==> config.mk <==
export PLATFORM = sky130hd
export DESIGN_NAME = spk_soma
export DESIGN_NICKNAME = d
export VERILOG_FILES = /design/src/rtl/spk_pkg.sv /design/src/rtl/spk_syn_sum.sv /design/src/rtl/spk_cfg.sv /design/src/rtl/spk_core.sv /design/src/rtl/spk_soma.sv
export SDC_FILE = /design/constraint.sdc
export NUM_CORES = 1
export LEC_CHECK = 0
export BUFFER_PORTS_ARGS = -buffer_cell sky130_fd_sc_hd__buf_2
export CORE_AREA = 2 2 99 196
export CTS_CLUSTER_DIAMETER = 150
export DETAILED_ROUTE_END_ITERATION = 7
export DIE_AREA = 0 0 101 198
export PLACE_DENSITY = 0.78
export SLEW_MARGIN = 10
export SYNTH_ARGS = -nofsm -noshare
export SYNTH_HDL_FRONTEND = slang
export SYNTH_SLANG_ARGS = --single-unit
==> constraint.sdc <==
create_clock -name clk -period 4.2 [get_ports clk]
set_input_delay 1.05 -clock clk [delete_from_list [all_inputs] [get_ports clk]]
set_output_delay 1.05 -clock clk [all_outputs]
set_load 0.05 [all_outputs]
==> src/rtl/spk_pkg.sv <==
package spk_pkg;
  typedef enum logic {ST_OPER = 1'b0, ST_REFR = 1'b1} soma_st_e;

  function automatic logic [7:0] sat8(input logic [15:0] v);
    return (v > 16'd255) ? 8'd255 : v[7:0];
  endfunction
endpackage

==> src/rtl/spk_syn_sum.sv <==
module spk_syn_sum #(
  parameter int N_SYN = 32,
  parameter int SYN_W = 4,
  localparam int SUM_W = SYN_W + $clog2(N_SYN)
) (
  input  logic                   clk,
  input  logic                   rst_n,
  input  logic [N_SYN*SYN_W-1:0] syn_i,
  output logic [SUM_W-1:0]       sum_o
);
  logic [SUM_W-1:0] sum_d;
  logic [SUM_W-1:0] sum_q;

  always_comb begin
    sum_d = '0;
    for (int k = 0; k < N_SYN; k++) begin
      sum_d = sum_d + SUM_W'(syn_i[k*SYN_W +: SYN_W]);
    end
  end

  // lanes are captured half a cycle before the step edge
  always_ff @(negedge clk or negedge rst_n) begin
    if (!rst_n) sum_q <= '0;
    else        sum_q <= sum_d;
  end

  assign sum_o = sum_q;
endmodule

==> src/rtl/spk_cfg.sv <==
module spk_cfg #(
  parameter int          MP_W      = 8,
  parameter int          CNT_W     = 8,
  parameter logic [7:0]  DEF_THR   = 8'd90,
  parameter logic [7:0]  DEF_REST  = 8'd10,
  parameter logic [7:0]  DEF_LEAK  = 8'd1,
  parameter logic [7:0]  DEF_FRAME = 8'd8,
  parameter logic [7:0]  DEF_REFR  = 8'd2
) (
  input  logic             clk,
  input  logic             rst_n,
  input  logic             we_i,
  input  logic [MP_W-1:0]  thr_i,
  input  logic [MP_W-1:0]  rest_i,
  input  logic [MP_W-1:0]  leak_i,
  input  logic [CNT_W-1:0] frame_i,
  input  logic [CNT_W-1:0] refr_i,
  output logic [MP_W-1:0]  thr_o,
  output logic [MP_W-1:0]  rest_o,
  output logic [MP_W-1:0]  leak_o,
  output logic [CNT_W-1:0] frame_o,
  output logic [CNT_W-1:0] refr_o
);
  always_ff @(posedge clk or negedge rst_n) begin
    if (!rst_n) begin
      thr_o   <= MP_W'(DEF_THR);
      rest_o  <= MP_W'(DEF_REST);
      leak_o  <= MP_W'(DEF_LEAK);
      frame_o <= CNT_W'(DEF_FRAME);
      refr_o  <= CNT_W'(DEF_REFR);
    end else if (we_i) begin
      thr_o   <= thr_i;
      rest_o  <= rest_i;
      leak_o  <= leak_i;
      frame_o <= frame_i;
      refr_o  <= refr_i;
    end
  end
endmodule

==> src/rtl/spk_core.sv <==
module spk_core
  import spk_pkg::*;
#(
  parameter int         MP_W     = 8,
  parameter int         CNT_W    = 8,
  parameter int         SUM_W    = 9,
  parameter logic [7:0] RST_MP   = 8'd10
) (
  input  logic             clk,
  input  logic             rst_n,
  input  logic             step_i,
  input  logic [SUM_W-1:0] sum_i,
  input  logic [MP_W-1:0]  thr_i,
  input  logic [MP_W-1:0]  rest_i,
  input  logic [MP_W-1:0]  leak_i,
  input  logic [CNT_W-1:0] frame_i,
  input  logic [CNT_W-1:0] refr_i,
  output logic             spike_o,
  output logic [MP_W-1:0]  mp_o,
  output logic             refr_o
);
  soma_st_e         st_q, st_d;
  logic [MP_W-1:0]  mp_q, mp_d;
  logic [CNT_W-1:0] rcnt_q, rcnt_d;
  logic [CNT_W-1:0] fcnt_q, fcnt_d;
  logic             fopen_q, fopen_d;
  logic             spk_q, spk_d;
  logic [MP_W-1:0]  cand;
  logic [MP_W-1:0]  leaked;

  always_comb begin
    cand = sat8(16'(mp_q) + 16'(sum_i));
    if (mp_q > rest_i)
      leaked = ((mp_q - rest_i) > leak_i) ? mp_q - leak_i : rest_i;
    else if (mp_q < rest_i)
      leaked = ((rest_i - mp_q) > leak_i) ? mp_q + leak_i : rest_i;
    else
      leaked = rest_i;
  end

  always_comb begin
    st_d    = st_q;
    mp_d    = mp_q;
    rcnt_d  = rcnt_q;
    fcnt_d  = fcnt_q;
    fopen_d = fopen_q;
    spk_d   = 1'b0;
    if (step_i) begin
      if (st_q == ST_REFR) begin
        mp_d = '0;
        if (rcnt_q <= CNT_W'(1)) st_d = ST_OPER;
        else                     rcnt_d = rcnt_q - CNT_W'(1);
      end else if (cand > thr_i) begin
        spk_d   = 1'b1;
        mp_d    = '0;
        st_d    = ST_REFR;
        rcnt_d  = refr_i;
        fopen_d = 1'b0;
      end else if (fopen_q && fcnt_q <= CNT_W'(1)) begin
        mp_d    = rest_i;
        fopen_d = 1'b0;
      end else begin
        mp_d = (sum_i != '0) ? cand : leaked;
        if (fopen_q) begin
          fcnt_d = fcnt_q - CNT_W'(1);
        end else if (sum_i != '0) begin
          fopen_d = 1'b1;
          fcnt_d  = frame_i;
        end
      end
    end
  end

  always_ff @(posedge clk or negedge rst_n) begin
    if (!rst_n) begin
      st_q    <= ST_OPER;
      mp_q    <= MP_W'(RST_MP);
      rcnt_q  <= '0;
      fcnt_q  <= '0;
      fopen_q <= 1'b0;
      spk_q   <= 1'b0;
    end else begin
      st_q    <= st_d;
      mp_q    <= mp_d;
      rcnt_q  <= rcnt_d;
      fcnt_q  <= fcnt_d;
      fopen_q <= fopen_d;
      spk_q   <= spk_d;
    end
  end

  assign spike_o = spk_q;
  assign mp_o    = mp_q;
  assign refr_o  = (st_q == ST_REFR);
endmodule

==> src/rtl/spk_soma.sv <==
module spk_soma #(
  parameter int N_SYN = 32,
  parameter int SYN_W = 4,
  parameter int MP_W  = 8,
  parameter int CNT_W = 8,
  localparam int SUM_W = SYN_W + $clog2(N_SYN)
) (
  input  logic                   clk,
  input  logic                   rst_n,
  input  logic                   step_i,
  input  logic [N_SYN*SYN_W-1:0] syn_i,
  input  logic                   cfg_we_i,
  input  logic [MP_W-1:0]        cfg_thresh_i,
  input  logic [MP_W-1:0]        cfg_rest_i,
  input  logic [MP_W-1:0]        cfg_leak_i,
  input  logic [CNT_W-1:0]       cfg_frame_i,
  input  logic [CNT_W-1:0]       cfg_refr_i,
  output logic                   spike_o,
  output logic [MP_W-1:0]        mp_o
);
  logic [1:0]       rst_sync_q;
  logic             rst_sync_n;
  logic [SUM_W-1:0] syn_sum;
  logic [MP_W-1:0]  thr, rest, leak;
  logic [CNT_W-1:0] frame_len, refr_len;
  logic             core_refr;

  always_ff @(posedge clk or negedge rst_n) begin
    if (!rst_n) rst_sync_q <= 2'b00;
    else        rst_sync_q <= {rst_sync_q[0], 1'b1};
  end
  assign rst_sync_n = rst_sync_q[1];

  spk_syn_sum #(.N_SYN(N_SYN), .SYN_W(SYN_W)) u_sum (
    .clk(clk), .rst_n(rst_sync_n), .syn_i(syn_i), .sum_o(syn_sum)
  );

  spk_cfg #(.MP_W(MP_W), .CNT_W(CNT_W)) u_cfg (
    .clk(clk), .rst_n(rst_sync_n), .we_i(cfg_we_i),
    .thr_i(cfg_thresh_i), .rest_i(cfg_rest_i), .leak_i(cfg_leak_i),
    .frame_i(cfg_frame_i), .refr_i(cfg_refr_i),
    .thr_o(thr), .rest_o(rest), .leak_o(leak),
    .frame_o(frame_len), .refr_o(refr_len)
  );

  spk_core #(.MP_W(MP_W), .CNT_W(CNT_W), .SUM_W(SUM_W)) u_core (
    .clk(clk), .rst_n(rst_sync_n), .step_i(step_i), .sum_i(syn_sum),
    .thr_i(thr), .rest_i(rest), .leak_i(leak),
    .frame_i(frame_len), .refr_i(refr_len),
    .spike_o(spike_o), .mp_o(mp_o), .refr_o(core_refr)
  );
endmodule

# After elaboration in Yosys (flattened, before gate mapping)

Index checks and enable logic that the tools add are counted.

Bits in registers: 78
Input port bits: 172
Word-level logic and storage cells: 93

Reduce and logical (&&, ||, !) cells: 7
Muxes and demuxes: 23
Bitwise operators: 3
Magnitude comparators: 8
Eq/ne operators: 1
Add/sub/neg operators: 38

Operator list:

| cell                                                                   | count |
|---|---|
| 9-bit by 4-bit adder with 9-bit output                                 | 30 |
| 8-bit 2-to-1 mux                                                       | 14 |
| 8-bit > comparator                                                     | 4 |
| 8-bit subtractor                                                       | 3 |
| 16-bit by 8-bit > comparator with 1-bit output (second input constant) | 1 |
| 8-bit by 1-bit <= comparator with 1-bit output (second input constant) | 2 |
| 8-bit by 1-bit subtractor with 8-bit output (second input constant)    | 2 |
| 8-bit by 9-bit adder with 10-bit output                                | 1 |
| 1-bit 2-to-1 mux                                                       | 9 |
| 9-bit nonzero test                                                     | 1 |
| 8-bit adder                                                            | 1 |
| 8-bit < comparator                                                     | 1 |
| 4-bit by 4-bit adder with 5-bit output                                 | 1 |
| 5-bit AND reduction                                                    | 1 |
| 2-bit nonzero test                                                     | 2 |
| 1-bit NOT                                                              | 3 |
| 3-bit AND reduction                                                    | 1 |
| 2-bit != test (second input constant)                                  | 1 |
| 2-bit AND reduction                                                    | 1 |
| 1-bit logical AND                                                      | 1 |

# Longest topological paths before layout

Gate-level depths: netlist (run 1).

Depth in word-level cells: 31
Depth in mapped cells: 24
Mapped depth without buffers: 24

# Modules after synthesis

From an unflattened synthesis (run 1), not the netlist that was laid out.

Cell total of the unflattened synthesis: 899
Area, all modules: 9141.3 um2

By module, submodules not included:

| module      | cells an instance | area each (um2) | times used |
|---|---|---|---|
| spk_core    | 493               | 3890.0          | 1 |
| spk_syn_sum | 319               | 3689.8          | 1 |
| spk_cfg     | 84                | 1507.7          | 1 |
| spk_soma    | 3                 | 53.8            | 1 |

==> results of run 1 <==
==> through the flow <==
stage                     instance area (µm²)  utilization (%)
after floorplan                          9610                -
after global placement                  11300             60.4
after detailed placement                11300             60.4
after CTS                               12000             64.2
after global routing                    12100             64.7
final                                   12100             64.7
==> worst min-delay path by stage <==
stage	cells after the start	to	slack (ns)	start
after floorplan	0	rst_sync_q[1]$_DFF_PN0_	0.33	rst_sync_q[0]$_DFF_PN0_
after global placement	0	u_cfg.thr_o[2]$_DFFE_PN0P_	0.30	rst_sync_q[1]$_DFF_PN0_
after detailed placement	0	u_core.rcnt_q[5]$_DFFE_PN0P_	0.32	rst_sync_q[1]$_DFF_PN0_
after CTS	0	u_cfg.refr_o[7]$_DFFE_PN0P_	0.32	rst_sync_q[1]$_DFF_PN0_
after global routing	0	u_core.rcnt_q[7]$_DFFE_PN0P_	0.36	rst_sync_q[1]$_DFF_PN0_
final	0	u_core.rcnt_q[7]$_DFFE_PN0P_	0.30	rst_sync_q[1]$_DFF_PN0_
==> critical path, delay by kind of cell <==
| family | cells | cell delay, ns |
|---|---|---|
| xor+xnor | 1 | 0.14 |
| compound gates | 5 | 0.67 |
| fa+ha+maj | 11 | 4.70 |
| buf+inv | 5 | 0.25 |
==> flip-flops by register name (all words and copies together), names as in the netlist <==
register / count
u_core.rcnt_q: 8
u_cfg.rest_o: 8
u_core.fcnt_q: 8
u_cfg.thr_o: 8
u_sum.sum_o: 9
u_core.mp_o: 8
u_core.spike_o: 1
u_core.fopen_q: 1
rst_sync_q: 2
u_cfg.frame_o: 8
u_core.refr_o: 1
u_cfg.refr_o: 8
u_cfg.leak_o: 8
==> repair_timing <==
action	CTS	global route
hold buffers	0	0
cloned	1	0
buffers inserted	11	4
pin swaps	36	20
endpoints found under the setup margin	36	36
gates resized for setup	66	32
==> cells by family after synthesis <==
| kind of cell | count (synthesis) | share of synthesized area (%) |
|---|---|---|
| adders and majority gates | 220 | 40.1 |
| other | 1 | 0.0407 |
| buffers and inverters | 237 | 9.74 |
| DFF | 78 | 21.3 |
| AOI/OAI and AO/OA | 213 | 14.5 |
| and+or+nand+nor | 152 | 8.72 |
| xor gates and xnor gates | 33 | 3.14 |
| muxes | 20 | 2.39 |
==> final cells by class <==
type	instances	area [µm²]
sequential	78	1970
multi-input combinational	639	7070
antenna	1	2.50
fill	1453	6580
clock buffer	10	229
inverter	218	818
tap	219	274
clock inverter	6	62.6
timing repair buffer	265	1660
==> metal layers <==
layer	wire length, µm	share of wire [%]	vias to the layer above	track usage (%)
li1	-	-	3618	-
met4	1830	7.1	0	18.1
met2	15100	59	289	53.2
met3	1020	4.0	104	3.92
met5	0	0	-	0
met1	7720	30	3834	23.1
==> layout by cell type (no fill, tap or decap), types with 13 or more instances in the layout <==
master	synthesis	layout
buf_6	0	23
buf_2	6	176
buf_4	0	64
xnor2_1	22	21
nand2_1	47	41
fa_1	125	114
ha_1	95	80
inv_1	217	208
ha_4	0	14
a21oi_1	56	42
dfrtp_1	58	57
mux2_2	16	16
a21o_1	15	15
o21ai_0	60	43
nor2_1	26	25
o21ai_1	6	13
==> results.py, run 1 <==
metrics = {
    "floorplanning": {
        "die_h_um": 198,
        "start_util_pct": 49.4,
        "die_x_um": 101,
        "ios": 181,
        "num_rows": 71,
        "core_um2": 18700,
        "die_area_um2": 20000,
    },
    "critical_path": {
        "max_stage_delay_ns": 0.52,
        "reg2reg_depth": 16,
        "cp-end-kind": "flip-flop",
        "crit_path_start": "syn_i[0]",
        "worstReg2RegEnd": "u_core.mp_o[1]$_DFFE_PN1P_",
        "required_ns": 2.29,
        "cp_cell_sequence": "buf_6, ha_4, inv_2, fa_2, inv_2, fa_2, fa_2, fa_1, inv_1, fa_2, fa_1, fa_1, inv_1, fa_1, fa_1, ha_1, a21o_1, a21oi_2, o21bai_1, a21oi_2, o21ai_1, xor2_1",
        "r2r_slack_ns": -1.63,
        "critPathKind": "in -> reg",
        "r2r-start": "u_sum.sum_o[0]$_DFF_NN0_",
        "crit_slowest_cell": "fa_2",
        "crit_top_cell": "fa_1",
        "cp.arrival_ns": 6.81,
        "cp_max_fo": 2,
        "crit_end": "u_sum.sum_o[8]$_DFF_NN0_",
        "startpoint_type": "input pin",
    },
    "synth": {
        "yosysMostFrequentCell": "inv_1",
        "syn_nets": 1346,
        "synth_top_area_share_pct": 27.2,
        "netlist_area_um2": 9210,
        "synth_top_cells_by_count": "inv_1 (217), fa_1 (125), ha_1 (95)",
        "ys_seq_area_share_pct": 21.3,
        "ys_warn_count": 0,
        "synth_largest_area_cell": "fa_1",
        "synth_edf_count": 0,
        "async_flop_share_pct": 100,
        "synth.area.top_cells": "fa_1 (27%), dfrtp_1 (16%), ha_1 (13%)",
        "ys.flop_type": "dfrtp_1",
        "synth_seq_cells": 78,
        "yosys.cell_types.count": 70,
        "syn_area_per_cell_um2": 9.65,
        "syn_inst": 954,
    },
    "place": {
        "place_ws_ns": -5.03,
        "gp_congestion": 0.920,
        "hpwl_mm": 21.1,
        "place_inst": 1410,
        "portBuffers": 180,
    },
    "job": {
        "cap_violations": 0,
    },
    "global_route": {
        "gr-total-overflow": 0,
        "gr-usage-all-layers_pct": 26.7,
        "grt_pass1_vias": 8838,
        "grt_max_degree": 52,
        "antenna_found_initial": 1,
        "grt_pass1_wl_mm": 40.7,
    },
    "drt": {
        "drc": 0,
        "detail_route.vias_per_cell": 5.46,
        "firstDrtPassIters": 4,
        "vias": 7845,
        "drtIter0Drc": 319,
        "wl_per_cell_um": 17.9,
        "wl_mm": 25.7,
        "ant_nets": 0,
    },
    "timing": {
        "relSlewSlack_pct": 31.7,
        "layout_setup_ws_ns": -4.51,
        "grt_setup_unrepaired": "true",
        "final.setup.tns_ns": -74.97,
        "fin_skew_ns": 0.00874,
        "whs_ns": 0.299,
        "setup_viol": 36,
        "tightest_slew_ns": 1.02,
        "drv_slew": 0,
        "final_hold_viol_count": 0,
    },
    "status": {
        "status": "complete, but fails checks",
        "violations": "setup timing",
    },
    "cts": {
        "worstSkewPairLatency_ns": 0.36,
        "clk_pin_slew_ns": 0.06,
        "cts_buffers": 9,
        "root_buffer": "clkbuf_16",
        "clkSinkCount": 78,
        "ctsLongestPathBuffers": 2,
        "htree_levels": 3,
        "cts_tree": "built",
    },
    "final_layout": {
        "layout.nets": 1603,
        "fin_cells": 1436,
        "areaGrowthSynthToFinish_pct": 31.1,
        "drive_gt1_share_pct": 35.4,
    },
    "min_path": {
        "hold_path.class": "reg -> async",
    },
}
Power of run 1 is left out: the tool's default activity adds up to more than one toggle a clock period on the data nets, which glitch-free logic cannot reach.
==> run 2: changes to the inputs <==
==> constraint.sdc (replaced) <==
create_clock -name clk -period 8.9 [get_ports clk]
set_input_delay 2.225 -clock clk [delete_from_list [all_inputs] [get_ports clk]]
set_output_delay 2.225 -clock clk [all_outputs]
set_load 0.05 [all_outputs]
==> run 2 against run 1 <==
Net effect: worst setup slack gained 1.2 ns; critical endpoint unchanged; global-route usage shrank 2.4 points; cell count shrank 4.5%; utilization shrank 6.2 points; highest routed layer unchanged; routed wire length shrank 9.5%; final area shrank 9.6%; critical path depth shrank 1; die area is the same; the run still ends with setup timing left; first-iteration DRC count shrank 24%; via count shrank 4.9%.
==> results.py, run 2 (same netlist as run 1, synthesis figures left out) <==
metrics = {
    "critical_path": {
        "cp_cell_sequence": "buf_6, ha_4, inv_2, fa_2, xor2_2, fa_1, fa_1, fa_1, fa_1, fa_1, fa_1, inv_2, fa_1, fa_1, ha_1, a21o_1, a21oi_2, o21bai_1, a21oi_2, o21ai_1, xor2_1",
        "max_stage_delay_ns": 0.54,
        "critPathKind": "in -> reg",
        "worstSetupPathDepth": 21,
        "r2r_slack_ns": 0.35,
        "reg2reg_depth": 17,
        "critPathTopFamily": "adder cells",
        "cp_max_fo": 2,
        "cp.arrival_ns": 7.97,
        "worstReg2RegEnd": "u_core.fcnt_q[7]$_DFFE_PN0P_",
        "startpoint_type": "input pin",
        "r2r-start": "u_sum.sum_o[0]$_DFF_NN0_",
        "cp-end-kind": "flip-flop",
        "crit_buf_inv": 3,
        "crit_slowest_cell": "fa_1",
        "crit_top_cell": "fa_1",
        "required_ns": 4.65,
    },
    "min_path": {
        "hold_path.class": "reg -> reg",
        "min_to": "rst_sync_q[1]$_DFF_PN0_",
        "holdPathStages": 0,
        "min_from": "rst_sync_q[0]$_DFF_PN0_",
    },
    "global_route": {
        "grt_pass1_vias": 8018,
        "gr-total-overflow": 0,
        "grt_pass1_wl_mm": 36.8,
        "gr-usage-all-layers_pct": 24.3,
        "grt_max_degree": 66,
        "antenna_found_initial": 0,
    },
    "cts": {
        "clkSinkCount": 78,
        "worstSkewPairLatency_ns": 0.36,
        "root_buffer": "clkbuf_16",
        "clk_pin_slew_ns": 0.06,
        "cts_tree": "built",
        "cts_buffers": 9,
        "htree_levels": 3,
        "ctsLongestPathBuffers": 2,
    },
    "final_layout": {
        "stdcell_area_um2": 10900,
        "fillers": 1664,
        "largest_register_ffs": 9,
        "layout_common_cells": "inv_1 (208), buf_2 (178), fa_1 (116)",
        "register_area_um2": 1970,
        "layout.nets": 1540,
        "drive_gt1_share_pct": 26.0,
        "areaGrowthSynthToFinish_pct": 18.5,
        "final_common_cell": "inv_1",
        "n_antenna_cell": 0,
        "multi_input_area_um2": 6490,
    },
    "drt": {
        "vias": 7464,
        "wl_per_cell_um": 16.9,
        "wl_mm": 23.2,
        "drtIter0Drc": 244,
        "ant_nets": 0,
        "detail_route.vias_per_cell": 5.44,
        "drc": 0,
        "firstDrtPassIters": 4,
    },
    "place": {
        "portBuffers": 180,
        "place_ws_ns": -3.81,
        "hpwl_mm": 20.1,
        "dpl_cell_area_um2": 10500,
        "gp_congestion": 0.918,
    },
    "timing": {
        "layout_setup_ws_ns": -3.32,
        "drv_slew": 0,
        "tightest_slew_ns": 0.883,
        "final_hold_viol_count": 0,
        "grt_setup_unrepaired": "true",
        "setup_viol": 9,
        "relSlewSlack_pct": 41.2,
        "fin_skew_ns": 0.00562,
        "final.setup.tns_ns": -24.56,
    },
    "floorplanning": {
        "die_x_um": 101,
        "ios": 181,
        "num_rows": 71,
        "start_util_pct": 49.4,
        "core_um2": 18700,
        "die_area_um2": 20000,
        "die_h_um": 198,
    },
    "status": {
        "status": "complete, but fails checks",
        "violations": "setup timing",
    },
    "job": {
        "cap_violations": 0,
    },
}
run 2: cell count changes in the layout (fill, tap and decap cells not counted), moves of 8 or more:
cell     delta
o21ai_0    +16
ha_1        +8
a21oi_1    +10
o21ai_2     -8
o22ai_1     +8
buf_6      -19
buf_4      -44
run 2: repair_timing:
item / 4_1_cts / 5_1_grt
pin swaps: 2 / 7
setup buffers: 0 / 1
endpoints found under the setup margin: 9 / 19
cloned: 0 / 0
hold buffers: 0 / 0
gates resized for setup: 11 / 9
run 2: through the flow:
stage / util (%) / hold WS, ns / std cells
floorplan: - / 0.331 / 954
global placement: 56.5 / 0.341 / 1355
detailed placement: 56.5 / 0.363 / 1355
CTS: 58.4 / 0.378 / 1371
global route: 58.5 / 0.386 / 1372
finish: 58.5 / 0.372 / 1372
run 2: metal layers:
metal | share of wire, % | track usage (%)
met4 | 5.5 | 13.4
met2 | 60 | 50.3
met5 | 0 | 0
met3 | 4.2 | 3.67
met1 | 30 | 20.6
run 2: cell type report:
class / count / share of cell area (%)
timing repair buffer: 202 / 9.95
sequential: 78 / 18.0
clock inverter: 7 / 0.527
tap: 219 / 2.51
inverter: 218 / 7.49
multi-input combinational: 639 / 59.4
clock buffer: 9 / 2.06
run 2: worst register-to-register path, stage by stage (launching register included):
cell       delay, ns
dfrtn_1         0.36
ha_1            0.23
fa_1            0.44
a211oi_2        0.30
o21ai_0         0.17
o2bb2ai_1       0.18
a31oi_1         0.08
buf_4           0.20
or2_2           0.30
ha_1            0.29
nand3_1         0.13
nor3_2          0.24
o21ai_2         0.15
a2111oi_2       0.37
buf_4           0.24
nand3_1         0.09
o21ai_1         0.10
a211oi_1        0.09
run 2: worst max path at each step:
stage | end | start
4_1_cts | u_sum.sum_o[8]$_DFF_NN0_ | syn_i[0]
2_1_floorplan | u_sum.sum_o[8]$_DFF_NN0_ | syn_i[0]
5_1_grt | u_sum.sum_o[8]$_DFF_NN0_ | syn_i[0]
6_report | u_sum.sum_o[8]$_DFF_NN0_ | syn_i[0]
3_3_place_gp | u_sum.sum_o[8]$_DFF_NN0_ | syn_i[0]
3_5_place_dp | u_sum.sum_o[8]$_DFF_NN0_ | syn_i[0]
Power of run 2 is left out for the same reason.
==> run 3: changes to the inputs <==
--- a/config.mk
+++ b/config.mk
@@ -6,11 +6,11 @@
 export NUM_CORES = 1
 export LEC_CHECK = 0
 export BUFFER_PORTS_ARGS = -buffer_cell sky130_fd_sc_hd__buf_2
-export CORE_AREA = 2 2 99 196
+export CORE_AREA = 2 2 98 194
 export CTS_CLUSTER_DIAMETER = 150
 export DETAILED_ROUTE_END_ITERATION = 7
-export DIE_AREA = 0 0 101 198
-export PLACE_DENSITY = 0.78
+export DIE_AREA = 0 0 100 196
+export PLACE_DENSITY = 0.82
 export SLEW_MARGIN = 10
 export SYNTH_ARGS = -nofsm -noshare
 export SYNTH_HDL_FRONTEND = slang
==> constraint.sdc (replaced) <==
create_clock -name clk -period 10.3 [get_ports clk]
set_input_delay 2.575 -clock clk [delete_from_list [all_inputs] [get_ports clk]]
set_output_delay 2.575 -clock clk [all_outputs]
set_load 0.05 [all_outputs]
==> run 3 against run 2 <==
Net effect: the flow still finishes with violations (setup timing); global-route usage up 0.59 points; critical path type unchanged; count of clock-buffer cells in the layout up 1; register-to-register slack better by 0.52 ns; sequential cell count unchanged; die area down 2.0%; worst setup slack better by 0.32 ns.
==> results.py, run 3 (same netlist as run 1, synthesis figures left out) <==
metrics = {
    "status": {
        "status": "complete, but fails checks",
        "violations": "setup timing",
    },
    "cts": {
        "cts_buffers": 9,
        "postCtsHoldBufs": 0,
        "worstSkewPairLatency_ns": 0.35,
        "ctsLongestPathBuffers": 2,
        "clk_pin_slew_ns": 0.05,
        "htree_levels": 3,
        "clkSinkCount": 78,
        "root_buffer": "clkbuf_16",
        "cts_tree": "built",
    },
    "critical_path": {
        "crit_buf_inv": 3,
        "crit_end": "u_sum.sum_o[7]$_DFF_NN0_",
        "critPathKind": "in -> reg",
        "worstSetupPathDepth": 20,
        "crit_slowest_cell": "fa_1",
        "max_stage_delay_ns": 0.54,
        "required_ns": 5.34,
        "crit_top_cell": "fa_1",
        "cp-end-kind": "flip-flop",
        "reg2reg_depth": 17,
        "worstReg2RegEnd": "u_core.fcnt_q[7]$_DFFE_PN0P_",
        "r2r-start": "u_sum.sum_o[0]$_DFF_NN0_",
        "startpoint_type": "input pin",
        "r2r_slack_ns": 0.87,
        "crit_path_start": "syn_i[0]",
        "critPathTopFamily": "adder cells",
        "cp.arrival_ns": 8.34,
        "cp_cell_sequence": "buf_6, ha_4, inv_2, fa_2, xor2_2, fa_1, fa_1, fa_1, fa_1, fa_1, fa_1, inv_2, fa_1, fa_1, fa_2, a21o_1, a21oi_2, o21bai_1, a21oi_1, xnor2_1",
        "cp_max_fo": 2,
    },
    "final_layout": {
        "final_common_cell": "inv_1",
        "drive_gt1_share_pct": 25.9,
        "layout.nets": 1538,
        "fillers": 1528,
        "stdcell_area_um2": 11000,
        "areaGrowthSynthToFinish_pct": 19.0,
        "n_antenna_cell": 0,
        "layout_common_cells": "inv_1 (208), buf_2 (178), fa_1 (115)",
        "largest_register_ffs": 9,
    },
    "timing": {
        "final_hold_viol_count": 0,
        "grt_setup_unrepaired": "true",
        "layout_setup_ws_ns": -3.00,
        "drv_slew": 0,
        "fin_skew_ns": 0.0122,
        "tightest_slew_ns": 0.863,
        "setup_viol": 9,
        "relSlewSlack_pct": 42.4,
    },
    "global_route": {
        "grt_pass1_vias": 8173,
        "grt_max_degree": 66,
        "grt_pass1_wl_mm": 37.1,
        "gr-usage-all-layers_pct": 24.9,
        "antenna_found_initial": 0,
        "gr-total-overflow": 0,
    },
    "job": {
        "cap_violations": 0,
    },
    "drt": {
        "wl_mm": 23.6,
        "wl_per_cell_um": 17.2,
        "firstDrtPassIters": 5,
        "drc": 0,
        "vias": 7443,
        "detail_route.vias_per_cell": 5.44,
        "ant_nets": 0,
        "drtIter0Drc": 214,
    },
    "floorplanning": {
        "core_um2": 18200,
        "ios": 181,
        "die_x_um": 100,
        "die_area_um2": 19600,
        "num_rows": 70,
        "die_h_um": 196,
        "start_util_pct": 50.6,
    },
    "min_path": {
        "hold_path.class": "reg -> reg",
    },
    "place": {
        "hpwl_mm": 20.4,
        "dpl_cell_area_um2": 10500,
        "gp_congestion": 0.984,
        "portBuffers": 180,
    },
}
-- run 3: layer usage --
layer	GRT usage, %	vias to the layer above	wire, µm
li1	-	3484	-
met1	20.3	3614	6860
met2	51.9	258	14200
met3	3.67	87	968
met4	14.9	0	1530
met5	0	-	0
-- run 3: how the worst min path moves through the flow --
stage	startpoint	endpoint	slack, ns	depth (start not counted)
floorplan	rst_sync_q[0]$_DFF_PN0_	rst_sync_q[1]$_DFF_PN0_	0.33	0
global placement	rst_sync_q[0]$_DFF_PN0_	rst_sync_q[1]$_DFF_PN0_	0.34	0
detailed placement	rst_sync_q[0]$_DFF_PN0_	rst_sync_q[1]$_DFF_PN0_	0.36	0
CTS	rst_sync_q[0]$_DFF_PN0_	rst_sync_q[1]$_DFF_PN0_	0.37	0
global route	rst_sync_q[0]$_DFF_PN0_	rst_sync_q[1]$_DFF_PN0_	0.38	0
finish	rst_sync_q[0]$_DFF_PN0_	rst_sync_q[1]$_DFF_PN0_	0.36	0
-- run 3: worst reg2reg max path, cell delays in order, from the launching register on --
cell,delay (ns)
dfrtn_1,0.36
ha_1,0.24
fa_1,0.44
a211oi_1,0.38
o21ai_0,0.19
o2bb2ai_1,0.18
a31oi_1,0.06
buf_4,0.18
or2_2,0.30
ha_1,0.29
nand3_1,0.12
nor3_1,0.31
o21ai_2,0.21
a2111oi_2,0.38
buf_4,0.24
nand3_1,0.09
o21ai_1,0.09
a211oi_1,0.09
-- run 3: metrics by stage --
| stage | setup slack (ns) | hold WS [ns] | setup TNS (ns) | utilization, % | instances |
|---|---|---|---|---|---|
| floorplan | -3.06 | 0.331 | -21.85 | - | 954 |
| global placement | -3.35 | 0.342 | -24.87 | 57.9 | 1351 |
| detailed placement | -3.43 | 0.356 | -25.52 | 57.9 | 1351 |
| CTS | -3.01 | 0.369 | -21.64 | 60.1 | 1367 |
| global route | -3.21 | 0.379 | -22.88 | 60.2 | 1367 |
| finish | -3.00 | 0.361 | -21.50 | 60.2 | 1367 |
-- run 3: what timing repair did --
| action | in CTS | in global routing |
|---|---|---|
| endpoints found under the setup margin | 9 | 9 |
| gates resized for setup | 14 | 5 |
| buffers inserted | 1 | 0 |
| pin swaps | 13 | 4 |
-- run 3: cell type report --
cell class | instances | area (µm²) | area share (%)
sequential | 78 | 1970 | 17.9
tap | 216 | 270 | 2.47
clock buffer | 10 | 229 | 2.09
clock inverter | 6 | 110 | 1.00
multi-input combinational | 639 | 6490 | 59.2
timing repair buffer | 200 | 1080 | 9.82
inverter | 218 | 818 | 7.46
Power of run 3 is left out for the same reason.
